<file path="src/rtl/adc_window_cmp.sv">
`timescale 1ns/1ps
module adc_window_cmp #(
  parameter int RES_W  = 10,
  parameter int BYTE_W = 8
) (
  input  logic              clk,
  input  logic              rst_n,
  input  logic              done_i,
  input  logic [RES_W-1:0]  result_i,
  input  logic              left_align_i,
  input  logic [BYTE_W-1:0] gt_hi_i,
  input  logic [BYTE_W-1:0] gt_lo_i,
  input  logic [BYTE_W-1:0] lt_hi_i,
  input  logic [BYTE_W-1:0] lt_lo_i,
  input  logic              int_en_i,
  input  logic              flag_clr_i,
  output logic              win_flag_o,
  output logic              win_irq_o
);
  localparam int WORD_W = 2 * BYTE_W;
  localparam int PAD_W  = WORD_W - RES_W;

  logic [WORD_W-1:0] word, gt_lim, lt_lim;
  logic above, below, inside_mode, hit;

  assign word        = left_align_i ? {result_i, {PAD_W{1'b0}}} : {{PAD_W{1'b0}}, result_i};
  assign gt_lim      = {gt_hi_i, gt_lo_i};
  assign lt_lim      = {lt_hi_i, lt_lo_i};
  assign above       = word > gt_lim;
  assign below       = word < lt_lim;
  assign inside_mode = lt_lim > gt_lim;
  assign hit         = inside_mode ? (above & below) : (above | below);

  always_ff @(posedge clk) begin
    if (!rst_n)              win_flag_o <= 1'b0;
    else if (done_i && hit)  win_flag_o <= 1'b1;
    else if (flag_clr_i)     win_flag_o <= 1'b0;
  end

  assign win_irq_o = win_flag_o & int_en_i;

  // no strobe and no clear leaves the flag alone
  a_r5_hold_without_strobe: assert property (@(posedge clk) disable iff (!rst_n)
    (!done_i && !flag_clr_i) |=> $stable(win_flag_o));
  // a clear with no strobe empties the flag
  a_r6_clear: assert property (@(posedge clk) disable iff (!rst_n)
    (flag_clr_i && !done_i) |=> !win_flag_o);
  // a qualifying strobe always leaves the flag set
  a_r3_hit_sets: assert property (@(posedge clk) disable iff (!rst_n)
    (done_i && hit) |=> win_flag_o);
  // a missing strobe does not raise a clear flag
  a_r7_miss_quiet: assert property (@(posedge clk) disable iff (!rst_n)
    (done_i && !hit && !win_flag_o) |=> !win_flag_o);
  // request only with flag
  a_r7_irq_needs_flag: assert property (@(posedge clk) disable iff (!rst_n)
    win_irq_o |-> (win_flag_o && int_en_i));
endmodule

</file>
<file path="config.mk">
export PLATFORM = sky130hd
export DESIGN_NAME = adc_window_cmp
export DESIGN_NICKNAME = d
export VERILOG_FILES = /design/src/rtl/adc_window_cmp.sv
export SDC_FILE = /design/constraint.sdc
export NUM_CORES = 1
export LEC_CHECK = 0
export BUFFER_PORTS_ARGS = -buffer_cell sky130_fd_sc_hd__buf_2
export CORE_ASPECT_RATIO = 1.1
export CORE_MARGIN = 2
export CORE_UTILIZATION = 25
export CTS_CLUSTER_SIZE = 12
export DETAILED_ROUTE_END_ITERATION = 12
export SETUP_SLACK_MARGIN = 0.4
export SKIP_CTS_REPAIR_TIMING = 1
export SLEW_MARGIN = 20
export SYNTH_ARGS = -nofsm -noshare
export SYNTH_HDL_FRONTEND = slang
export SYNTH_SLANG_ARGS = --single-unit
</file>
<file path="constraint.sdc">
create_clock -name clk -period 2 [get_ports clk]
set_clock_uncertainty 0.15 [all_clocks]
set_input_delay 0.2 -clock clk [delete_from_list [all_inputs] [get_ports clk]]
set_output_delay 0.2 -clock clk [all_outputs]
set_load 0.02 [all_outputs]
</file>
==> results.sh <==
export IMPL_grt_pass1_wl_um=5990
export IMPL_path_class="input port to flop"
export IMPL_regToRegStartpoint="win_flag_o$_SDFFE_PN0P_"
export IMPL_ir_drop_mv=0.0844
export IMPL_fp_row_count=27
export IMPL_ys_types=36
export IMPL_hp_class="input port to flop"
export IMPL_yosysTopAreaCell="ha_1"
export IMPL_setup_ws_ns=-0.233
export IMPL_fmax_ghz=0.448
export IMPL_nets=344
export IMPL_grt_use_met3_pct=0.251
export IMPL_grt_max_degree=8
export IMPL_async_flop_share_pct=0
export IMPL_grt_overflow=0
export IMPL_total_power_uw=453
export IMPL_core_area_sq_um=5070
export IMPL_netlist_top_cells_area="ha_1 42%, inv_1 9.3%, a21oi_1 3.8%"
export IMPL_power_density_nw_per_um2=220
export IMPL_busiest_layer="met2"
export IMPL_worst_setup_path_end_kind="flop"
export IMPL_worstHoldPathCells=3
export IMPL_grt_pass1_vias=1378
export IMPL_drive_above_1_share_pct=45.4
export IMPL_die_height_um=80.5
export IMPL_first_iter_violations=24
export IMPL_critical_path_max_fanout=7
export IMPL_reg2regPathDepth=3
export IMPL_regMostFlops="win_flag_o"
export IMPL_final_cells=307
export IMPL_syn_cell_area_sq_um=1330
export IMPL_via_per_inst=4.65
export IMPL_start_util_pct=26.2
export IMPL_clk_latency_ns=0
export IMPL_drtPass1Iterations=4
export IMPL_hold_ws_ns=0.337
export IMPL_dieArea_sq_um=5920
export IMPL_top_regs="win_flag_o x1"
export IMPL_p_leak_uw=0.00111
export IMPL_drv_slew=0
export IMPL_routedWlPerCell_um=12.0
export IMPL_worst_endpoint_arrival_ns=1.96
export IMPL_grt_setup_unrepaired="true"
export IMPL_hold_viol=0
export IMPL_synthCells=176
export IMPL_violations="negative setup slack"
export IMPL_route_detailed_drc=0
export IMPL_ys_seq_area_share_pct=1.51
export IMPL_postPlaceCellArea_sq_um=1970
export IMPL_start_kind="input port"
export IMPL_avgSynthCellArea_sq_um=7.56
export IMPL_holdPathEnd="win_flag_o$_SDFFE_PN0P_"
export IMPL_dpl_hpwl_um=3400
export IMPL_dp_slack_ns=-0.370
export IMPL_vias=1429
export IMPL_portBuffers=49
export IMPL_antenna_found_initial=0
export IMPL_cap_violations=0
export IMPL_period_minus_slack_ns=2.23
export IMPL_largest_reg_flops=1
export IMPL_hp_start="rst_n"
export IMPL_outcome="complete, but fails checks"
export IMPL_r2r_end="win_flag_o$_SDFFE_PN0P_"
export IMPL_setup_viol=1
export IMPL_tightest_slew_ns=0.380
export IMPL_syn_nets=269
export IMPL_synth_seq_cells=1
export IMPL_ios=50
export IMPL_r2r_slack_ns=0.97
export IMPL_place_inst=305
export IMPL_die_x_um=73.5
export IMPL_slew_headroom_pct=74.7
export IMPL_antennaDiodeCount=0
export IMPL_use_met2_pct=21.5
export IMPL_grt_usage_pct=12.4
export IMPL_gp_congestion=0.761
export IMPL_synth_edf_count=0
export IMPL_ant_nets=0
export IMPL_syn2layout_area_growth_pct=54.6
export IMPL_stdcell_area_sq_um=2060
export IMPL_required_ns=1.73
export IMPL_synthFlopType="dfxtp_1"
export IMPL_fin_crit_sh_pct=112
export IMPL_wl_um=3690
export IMPL_cts_clk_slew_worst_paths_ns=0
export IMPL_use_met1_pct=17.7
export IMPL_synth_warnings=0
export IMPL_synth_top_area_share_pct=42.3
-- worst max path at each step --
stage                       startpoint                       to  slack, ns  depth (start not counted)
after floorplan           left_align_i  win_flag_o$_SDFFE_PN0P_      -0.05                          9
after global placement    left_align_i  win_flag_o$_SDFFE_PN0P_      -0.37                         10
after detailed placement  left_align_i  win_flag_o$_SDFFE_PN0P_      -0.37                         10
after CTS                 left_align_i  win_flag_o$_SDFFE_PN0P_      -0.38                         10
after global routing      left_align_i  win_flag_o$_SDFFE_PN0P_      -0.31                         10
final                     left_align_i  win_flag_o$_SDFFE_PN0P_      -0.23                         11
-- layout make-up --
cell class              count  area, sq um
repair buffers             75          454
fillers                   539         3010
multi-input cells         140         1390
flip-flops and latches      1         20.0
well taps                  58         72.6
inverters                  33          124
-- layer usage --
layer,vias to the layer above,share of wire [%],wire (um)
li1,781,-,-
met4,0,0.79,29
met2,34,48,1760
met5,-,0,0
met1,612,47,1750
met3,2,3.9,145
-- placed cells by master (no fill, tap or decap), drive strengths merged, types with 2 or more instances in the layout --
cell type,n
a211oi,3
a21o,4
a21oi,10
a221oi,2
a31oi,2
and2,7
and4,3
buf,75
ha,45
inv,33
mux2,4
nand2,7
nand2b,2
nand3,4
nand4,4
nor2,10
nor2b,8
nor3,3
o211ai,2
o21ai,9
-- synth_stat cells (2+ instances only) --
master / instances
a211oi_1: 3
nor2_1: 10
nand3_1: 4
a31oi_1: 2
o21ai_0: 8
nand2_1: 7
o211ai_1: 2
and4_1: 3
inv_1: 33
nand4_1: 4
a21oi_1: 10
a21o_1: 4
nor2b_1: 8
and2_1: 7
mux2_2: 4
ha_1: 45
nor3_1: 3
-- metrics by stage --
step / utilization, % / setup TNS [ns]
6_report: 40.6 / -0.233
5_1_grt: 40.6 / -0.306
4_1_cts: 38.8 / -0.385
3_5_place_dp: 38.8 / -0.370
3_3_place_gp: 38.8 / -0.372
2_1_floorplan: - / -0.0457
-- cells by family after synthesis --
family	share of synthesized area [%]
simple gates	21.9
fa+ha+maj	42.3
compound gates	19.8
buf+inv	10.4
mux	3.39
xor+xnor	0.659
flops	1.51
-- report_power, final --
part	switching (uW)	leakage, uW	total, uW	internal (uW)
clock network	0	0	0	0
registers	1.11	0.00000826	23.4	22.3
logic	199	0.00111	430	231
-- worst max-delay path, stage by stage --
cell      delay (ns)
buf_8           0.12
buf_4           0.14
nor2b_2         0.18
ha_4            0.23
a211oi_2        0.17
nor2_1          0.06
nor2_1          0.14
nand3_1         0.10
a211o_1         0.31
a311oi_2        0.24
nor2_1          0.06
Note: power is estimated with default switching activity, not from simulation.
